## src/rtl/rs485_dir_pkg.sv

```systemverilog
package rs485_dir_pkg;

  typedef enum logic [1:0] {
    ST_IDLE  = 2'd0,
    ST_SEND  = 2'd1,
    ST_GUARD = 2'd2
  } dir_state_e;

endpackage

```

## src/rtl/rs485_rst_sync.sv

```systemverilog
module rs485_rst_sync #(
  parameter int STAGES = 2
) (
  input  logic clk,
  input  logic rst_n,
  output logic rst_n_sync
);

  logic [STAGES-1:0] chain_q;

  always_ff @(posedge clk or negedge rst_n) begin
    if (!rst_n) begin
      chain_q <= '0;
    end else begin
      chain_q <= {chain_q[STAGES-2:0], 1'b1};
    end
  end

  assign rst_n_sync = chain_q[STAGES-1];

endmodule

```

## src/rtl/rs485_en_qual.sv

```systemverilog
module rs485_en_qual #(
  parameter int EN_BITS = 2
) (
  input  logic [EN_BITS-1:0] en_bits,
  output logic               auto_en
);

  logic [EN_BITS:0] chain;

  assign chain[0] = 1'b1;

  for (genvar g = 0; g < EN_BITS; g++) begin : g_and
    assign chain[g+1] = chain[g] & en_bits[g];
  end

  assign auto_en = chain[EN_BITS];

endmodule

```

## src/rtl/rs485_act_fsm.sv

```systemverilog
module rs485_act_fsm
  import rs485_dir_pkg::*;
#(
  parameter int HOLD_CYCLES = 2,
  localparam int CNT_W = (HOLD_CYCLES > 1) ? $clog2(HOLD_CYCLES) : 1
) (
  input  logic       clk,
  input  logic       rst_n,
  input  logic       auto_en,
  input  logic       activity,
  output logic       drive_d,
  output dir_state_e state_q
);

  localparam logic [CNT_W-1:0] CNT_LAST = CNT_W'((HOLD_CYCLES > 0) ? HOLD_CYCLES - 1 : 0);

  dir_state_e       state_d;
  logic [CNT_W-1:0] cnt_q, cnt_d;
  logic             cnt_en;

  always_comb begin
    state_d = state_q;
    cnt_d   = cnt_q;
    cnt_en  = 1'b0;
    if (!auto_en) begin
      state_d = ST_IDLE;
    end else begin
      unique case (state_q)
        ST_IDLE: begin
          if (activity) state_d = ST_SEND;
        end
        ST_SEND: begin
          if (!activity) begin
            if (HOLD_CYCLES == 0) begin
              state_d = ST_IDLE;
            end else begin
              state_d = ST_GUARD;
              cnt_d   = '0;
              cnt_en  = 1'b1;
            end
          end
        end
        ST_GUARD: begin
          if (activity) begin
            state_d = ST_SEND;
          end else if (cnt_q == CNT_LAST) begin
            state_d = ST_IDLE;
          end else begin
            cnt_d  = cnt_q + 1'b1;
            cnt_en = 1'b1;
          end
        end
        default: state_d = ST_IDLE;
      endcase
    end
  end

  always_ff @(posedge clk or negedge rst_n) begin
    if (!rst_n) begin
      state_q <= ST_IDLE;
    end else begin
      state_q <= state_d;
    end
  end

  always_ff @(posedge clk or negedge rst_n) begin
    if (!rst_n) begin
      cnt_q <= '0;
    end else if (cnt_en) begin
      cnt_q <= cnt_d;
    end
  end

  assign drive_d = (state_d != ST_IDLE);

  if (HOLD_CYCLES > 0) begin : g_guard_chk
    AST_GUARD_BOUND: assert property (@(posedge clk) disable iff (!rst_n)
      (state_q == ST_GUARD) |-> (cnt_q <= CNT_LAST)) else $error("guard count overran");
  end

  AST_ACT_LEAVES_IDLE: assert property (@(posedge clk) disable iff (!rst_n)
    (auto_en && activity) |=> (state_q == ST_SEND)) else $error("activity did not enter send");

endmodule

```

## src/rtl/rs485_pin_reg.sv

```systemverilog
module rs485_pin_reg (
  input  logic clk,
  input  logic rst_n,
  input  logic auto_en,
  input  logic drive_d,
  input  logic modem_rts_n,
  output logic dir_n
);

  logic pin_d, pin_q, pin_en;

  always_comb begin
    pin_d  = auto_en ? ~drive_d : modem_rts_n;
    pin_en = (pin_d != pin_q);
  end

  always_ff @(posedge clk or negedge rst_n) begin
    if (!rst_n) begin
      pin_q <= 1'b1;
    end else if (pin_en) begin
      pin_q <= pin_d;
    end
  end

  assign dir_n = pin_q;

endmodule

```

## src/rtl/rs485_dir_ctrl.sv

```systemverilog
module rs485_dir_ctrl
  import rs485_dir_pkg::*;
#(
  parameter int HOLD_CYCLES = 2,
  parameter int SYNC_STAGES = 2
) (
  input  logic clk,
  input  logic rst_n,
  input  logic cfg_efr_auto,
  input  logic cfg_fctr_auto,
  input  logic modem_rts_n,
  input  logic txq_empty,
  input  logic tx_busy,
  input  logic tx_start,
  output logic dir_n
);

  logic       rst_n_s;
  logic       auto_en;
  logic       activity;
  logic       drive_d;
  dir_state_e state_q;

  rs485_rst_sync #(.STAGES(SYNC_STAGES)) i_rst_sync (
    .clk        (clk),
    .rst_n      (rst_n),
    .rst_n_sync (rst_n_s)
  );

  rs485_en_qual #(.EN_BITS(2)) i_en_qual (
    .en_bits ({cfg_fctr_auto, cfg_efr_auto}),
    .auto_en (auto_en)
  );

  assign activity = tx_start | tx_busy | ~txq_empty;

  rs485_act_fsm #(.HOLD_CYCLES(HOLD_CYCLES)) i_act_fsm (
    .clk      (clk),
    .rst_n    (rst_n_s),
    .auto_en  (auto_en),
    .activity (activity),
    .drive_d  (drive_d),
    .state_q  (state_q)
  );

  rs485_pin_reg i_pin_reg (
    .clk         (clk),
    .rst_n       (rst_n_s),
    .auto_en     (auto_en),
    .drive_d     (drive_d),
    .modem_rts_n (modem_rts_n),
    .dir_n       (dir_n)
  );

  AST_DISABLED_FOLLOWS: assert property (@(posedge clk) disable iff (!rst_n_s)
    !(cfg_efr_auto && cfg_fctr_auto) |=> (dir_n == $past(modem_rts_n))) else $error("pin not from modem value");

  AST_START_DRIVES: assert property (@(posedge clk) disable iff (!rst_n_s)
    (cfg_efr_auto && cfg_fctr_auto && tx_start) |=> !dir_n) else $error("start did not drive");

  AST_BUSY_KEEPS: assert property (@(posedge clk) disable iff (!rst_n_s)
    (cfg_efr_auto && cfg_fctr_auto && (tx_busy || !txq_empty)) |=> !dir_n) else $error("released while busy");

  AST_IDLE_RECEIVE: assert property (@(posedge clk) disable iff (!rst_n_s)
    ((state_q == ST_IDLE) && $past(auto_en)) |-> dir_n) else $error("idle but driving");

endmodule

```

## config.mk

```make
export PLATFORM = sky130hd
export DESIGN_NAME = rs485_dir_ctrl
export DESIGN_NICKNAME = d
export VERILOG_FILES = /design/src/rtl/rs485_dir_pkg.sv /design/src/rtl/rs485_rst_sync.sv /design/src/rtl/rs485_en_qual.sv /design/src/rtl/rs485_act_fsm.sv /design/src/rtl/rs485_pin_reg.sv /design/src/rtl/rs485_dir_ctrl.sv
export SDC_FILE = /design/constraint.sdc
export NUM_CORES = 1
export LEC_CHECK = 0
export BUFFER_PORTS_ARGS = -buffer_cell sky130_fd_sc_hd__clkbuf_2
export CORE_AREA = 3 3 40 42
export DETAILED_ROUTE_END_ITERATION = 7
export DIE_AREA = 0 0 43 45
export PLACE_DENSITY_LB_ADDON = 0.12
export SYNTH_ARGS = -nofsm -noshare
export SYNTH_HDL_FRONTEND = slang
export SYNTH_SLANG_ARGS = --single-unit
```

## constraint.sdc

```tcl
create_clock -name clk -period 0.8 [get_ports clk]
set_clock_uncertainty 0.05 [all_clocks]
set_input_delay 0.08 -clock clk [delete_from_list [all_inputs] [get_ports clk]]
set_output_delay 0.08 -clock clk [all_outputs]
set_load 0.02 [all_outputs]
```

# Yosys cells after proc, flatten, opt, wreduce, memory -nomap -nowiden
# Index checks and enable logic that the tools add are counted.
[word_totals] reg_bits=6 input_bits=8 output_inout_bits=1 wordCells=35
[op_classes] add_sub_neg=1 n_eq_ne=5 mux=16 bitwise_logic=5 n_reduce_logical=4
[op_table] operator="$mux W2" count=5
[op_table] operator="$mux W1" count=8
[op_table] operator="$pmux W2 S3" count=1
[op_table] operator="$reduce_and A5 Y1" count=1
[op_table] operator="$ne A2 B2 Y1 const B" count=2
[op_table] operator="$pmux W1 S2" count=2
[op_table] operator="$reduce_bool A2 Y1" count=2
[op_table] operator="$eq A2 B1 Y1 const B" count=1
[op_table] operator="$eq A2 B2 Y1 const B" count=1
[op_table] operator="$logic_not A2 Y1" count=1
[op_table] operator="$not A1 Y1" count=2
[op_table] operator="$or A1 B1 Y1" count=2
[op_table] operator="$add A1 B1 Y1 const B" count=1
[op_table] operator="$and A1 B1 Y1" count=1
[op_table] operator="$ne A1 B1 Y1" count=1

# Logic depth before layout (Yosys ltp)
[depth] word_depth=9 depth_mapped=6 depth_no_buf=6

# Cells and area by module
# Synthesis repeated with hierarchy kept, for this count alone.
[unflattened] cells_unflattened=34 area_unflattened_um2=351.6
[by_module_without_submodules] mod="rs485_act_fsm" n_inst=1 cells_per_inst=26 area_per_inst_um2=242.7 seq_area_each_um2=75.1
[by_module_without_submodules] mod="rs485_rst_sync" n_inst=1 cells_per_inst=3 area_per_inst_um2=53.8 seq_area_each_um2=50.0
[by_module_without_submodules] mod="rs485_pin_reg" n_inst=1 cells_per_inst=3 area_per_inst_um2=40.0 seq_area_each_um2=26.3
[by_module_without_submodules] mod="rs485_dir_ctrl" n_inst=1 cells_per_inst=1 area_per_inst_um2=8.8 seq_area_each_um2=0.0
[by_module_without_submodules] mod="rs485_en_qual" n_inst=1 cells_per_inst=1 area_per_inst_um2=6.3 seq_area_each_um2=0.0

# Worst setup path after synthesis
# Ideal clock, no wire load.
[synth_path] kind="reg2reg" start="reg i_act_fsm.state_q[0]" end="reg i_pin_reg.pin_q, in the netlist i_pin_reg.dir_n" setup_ns=0.082 t_arrival_ns=1.184 required_time_ns=0.668 path_slack_ns=-0.515 path_stages_with_launch=7 path_buffers=0 synth_period_minus_slack_ns=1.315 cell_sequence="dfrtp_1 inv_1 ha_1 a211oi_1 or2_0 a21oi_1 nor3_1"
[synth_via] elab_chain_cells=8 word_cells_on_any_way=13 classes_between="eq/ne (3); mux (7); bitwise (1); reduce/logical (2)"
[synth_rtl] item="start, declared" line_no="rs485_act_fsm.sv:12" rtl="output dir_state_e state_q"
[synth_rtl] item="start signal, assigned" line_no="rs485_act_fsm.sv:62" rtl="state_q <= state_d;"
[synth_rtl] item="$mux W2" line_no="rs485_act_fsm.sv:46" rtl="end else if (cnt_q == CNT_LAST) begin"
[synth_rtl] item="$mux W2" line_no="rs485_act_fsm.sv:44" rtl="if (activity) begin"
[synth_rtl] item="$pmux W2 S3 (*)" line_no="rs485_act_fsm.sv:28" rtl="unique case (state_q)"
[synth_rtl] item="$mux W2 (*)" line_no="rs485_act_fsm.sv:25" rtl="if (!auto_en) begin"
[synth_rtl] item="named net i_act_fsm.state_d[0]" line_no="rs485_act_fsm.sv:17" rtl="dir_state_e state_d;"
[synth_rtl] item="$reduce_bool A2 Y1 (*)" line_no="rs485_act_fsm.sv:74" rtl="assign drive_d = (state_d != ST_IDLE);"
[synth_rtl] item="$not A1 Y1 (*)" line_no="rs485_pin_reg.sv:13" rtl="pin_d = auto_en ? ~drive_d : modem_rts_n;"
[synth_rtl] item="$mux W1 (*)" line_no="rs485_pin_reg.sv:13"
[synth_rtl] item="$ne A1 B1 Y1" line_no="rs485_pin_reg.sv:14" rtl="pin_en = (pin_d != pin_q);"
[synth_rtl] item="end signal, assigned" line_no="rs485_pin_reg.sv:21" rtl="pin_q <= pin_d;"
[synth_rtl] item="end, declared" line_no="rs485_pin_reg.sv:10" rtl="logic pin_d, pin_q, pin_en;"
# Mark *: on every way through the listed nets, which the timed path passes. The rest lies on a longest branch.
# A chain may end at the register's enable or synchronous reset.

# Worst setup path in the final report
[layout_path] start="reg i_act_fsm.state_q[1]" end="reg i_act_fsm.cnt_q"
[layout_via] elab_chain_cells=4 word_cells_on_any_way=9 classes_between="eq/ne (4); mux (3); reduce/logical (2)"
[layout_rtl] item="$eq A2 B2 Y1 / $eq A2 B1 Y1 (equally long branches)" line_no="rs485_act_fsm.sv:28"
[layout_rtl] item="$pmux W1 S2" line_no="rs485_act_fsm.sv:28"
[layout_rtl] item="$mux W1" line_no="rs485_act_fsm.sv:25"
[layout_rtl] item="$reduce_and A5 Y1 (no source line)"
[layout_rtl] item="end signal, assigned" line_no="rs485_act_fsm.sv:70" rtl="cnt_q <= cnt_d;"
[layout_rtl] item="end, declared" line_no="rs485_act_fsm.sv:18" rtl="logic [CNT_W-1:0] cnt_q, cnt_d;"
# Parallel ways exist; a longest one is shown, timed or not.

==> summary.txt <==
Run status
  – Status: finished, violations left
  – Failing checks: negative setup slack

Critical path
  – Crit Path Class: reg2reg
  – Worst Path Required: 0.87 ns
  – Worst R2R Setup Slack: -0.57 ns
  – Reg2Reg Depth: 5
  – CP Max Fanout: 3
  – RR Startpoint: i_act_fsm.state_q[1]
  – CP Launch Point: i_act_fsm.state_q[1]
  – Worst Path Arrival: 1.44 ns
  – CP endpoint kind: flip-flop
  – End of the critical path: i_act_fsm.cnt_q
  – Startpoint types: flip-flop
  – Worst R2R End: i_act_fsm.cnt_q

Synthesis
  – Compound-Gate Fraction of Synth Area: approximately 16%
  – Syn_nets: 40
  – Largest family of logic cells by synthesized area: simple AND/OR/NAND/NOR gates
  – Ys Warns: 0
  – Yosys cell types: 17
  – Synthesis-stage register bit count: 6
  – Avg Cell Area, Syn: 11.13 um2
  – Post-Syn Area: approximately 310 um2
  – Syn Inst Count: 28
  – Top_reg_cell synth: dfrtp_1
  – Adder-Cell Fraction of Synth Area: 16.06%
  – Post-synthesis xor/xnor area fraction: 0%
  – Simple-gate share of the synthesized area: 16.06%
  – Mux contribution to synthesized area: 0%
  – EDFF count, synth: 0
  – Post-synthesis sequential area ratio: about half
  – Async S/R FF share, synth: 100.0%

Pwr
  – Final Power: between 0.7 and 0.8 mW
  – Pleak: 0.2305 nW
  – VDD IR-drop max: 790.2 uV
  – PwrDens: approximately 1400 nW/um2

Floorplanning
  – Row count: 13
  – Die Area: 1935 um2
  – Starting Density: 24.25%
  – CORE AREA: 1285 um2
  – Die W: 43 um
  – Die Y: 45 um
  – I/O pins: 9

Clocking
  – Clk_lat worst skew: roughly 0.24 ns
  – Clock transition at path regs: 0.05 ns
  – CTS tree: yes
  – Max clock buf depth: 2
  – Clock sinks: 6
  – Root buf cell: clkbuf_4
  – H-tree lvl count: 1
  – TritonCTS buffer count: 3

Route
  – Vias: approximately 270
  – Router iterations before antenna repair: 1
  – DR iter-0 viols: 0
  – Vias/cell: 4.403
  – Post-route ant nets: 0
  – DRT Wirelength: 728 um
  – Wirelength per Cell: about 12 um
  – DRC viols: 0

Placed design
  – Port Buffers: 8
  – Worst slack, placed: -0.5956 ns
  – Gpl congestion: 0.6800
  – DP HPWL: between 500 and 600 um

Timing
  – Final slew viol count: 0
  – Fin Hold WS: about 0.0033 ns
  – Fin crit period: 1.373 ns
  – Final Worst Setup Slack: -0.5730 ns
  – Fmax: 0.7284 GHz
  – Fin. Hold Viols: 0
  – Final Cycle Share: 171.6%
  – RSZ-0062 raised after global routing: yes
  – Setup violators final: 5
  – Setup tns final: -2.313 ns

Global routing
  – Initial antenna violation count: 0
  – Grt ovf: 0
  – Largest net degree at the start of global routing: 5
  – Vias in the first global route: ~330
  – Tot GR Track Use: 9.320%
  – Global-route wire length before repair: 1.269 mm

Finish
  – Area Growth Syn to Fin: 66.67%
  – # nets final: 60
  – Fillcell total: 135
  – Layout cells sized above 1: about two thirds
  – ANT cells: 0

Flow run
  – # Max-Cap Violations: 0

Hold path
  – Worst Hold Class: reg2async
-- critical path, stage by stage, from the launching register on --
cell and delay, ns:
dfrtp_1 0.41, inv_2 0.08, ha_4 0.26, and4_4 0.21, nand2_2 0.05, a22o_1 0.19
-- worst min path at each step --
stage	startpoint	endpoint	slack (ns)	cells past startpoint
finish	i_rst_sync.chain_q[1]	i_act_fsm.state_q[0]	0.003	0
global route	i_rst_sync.chain_q[1]	i_act_fsm.state_q[0]	0.03	0
global placement	rst_n	i_rst_sync.chain_q[0]	-0.19	1
CTS	i_rst_sync.chain_q[1]	i_act_fsm.state_q[0]	0.01	0
detailed placement	rst_n	i_rst_sync.chain_q[0]	-0.18	1
floorplan	rst_n	i_rst_sync.chain_q[0]	-0.27	0
-- Yosys cell counts, drive strengths merged, types with 2 or more instances --
| cell | n | area [um2] |
|---|---|---|
| inv | 2 | 7.510 |
| o21ai | 2 | 10.01 |
| ha | 4 | 50.05 |
| dfrtp | 5 | 125.1 |
| a21oi | 3 | 15.01 |
-- repair_timing --
item,4_1_cts,5_1_grt
pin swaps,6,3
hold buffers,1,0
setup buffers,0,0
endpoints found under the hold margin,2,0
resized for setup,13,4
gates cloned,0,0
setup endpoints to repair,5,5
-- power by group --
group          switching, mW  total [mW]  internal, mW
registers             0.0111       0.333         0.321
logic                 0.0540       0.124        0.0698
clock network          0.102       0.291         0.188
total                  0.168       0.747         0.580
-- layout by cell type, fill, tap and decap left out, drive strengths merged, types with 2 or more instances in the layout --
cell type	Yosys	routed
inv	2	2
ha	4	4
clkbuf	0	11
dfrtp	5	5
buf	0	7
o21ai	2	2
a21oi	3	3
-- flip-flops by register name, summed over array words and instances (netlist names) --
register / count
i_act_fsm.state_q: 2
i_rst_sync.chain_q: 2
i_pin_reg.dir_n: 1
i_act_fsm.cnt_q: 1
-- kinds of logic after synthesis --
group                      after synthesis
AOI/OAI and AO/OA                        8
adders and majority gates                4
buffers and inverters                    2
DFF                                      6
other                                    1
and+or+nand+nor                          7
-- metal layers --
layer | track usage [%] | share of wire, % | up-vias
met3 | 2.789 | 3.2 | 0
met1 | 7.901 | 34 | 133
met5 | 0 | 0 | -
li1 | - | - | 136
met4 | 5.422 | 0 | 0
met2 | 18.86 | 62 | 4
-- through the flow --
stage               std cells  instance area (um2)  util [%]
CTS                        62                508.0     39.53
floorplan                  28                321.6         -
global route               62                519.2     40.41
detailed placement         57                425.4     33.11
finish                     62                519.2     40.41
global placement           57                425.4     33.11
-- area by class of cell --
class	instances	area (um2)	area share, %
Multi-Input combinational cell	20	210.2	40.48
Tap cell	15	18.77	3.614
Timing Repair Buffer	15	105.1	20.24
Inverter	2	7.507	1.446
Sequential cell	6	151.4	29.16
Clock buffer	4	26.28	5.060
(Power assumes the default switching activity.)
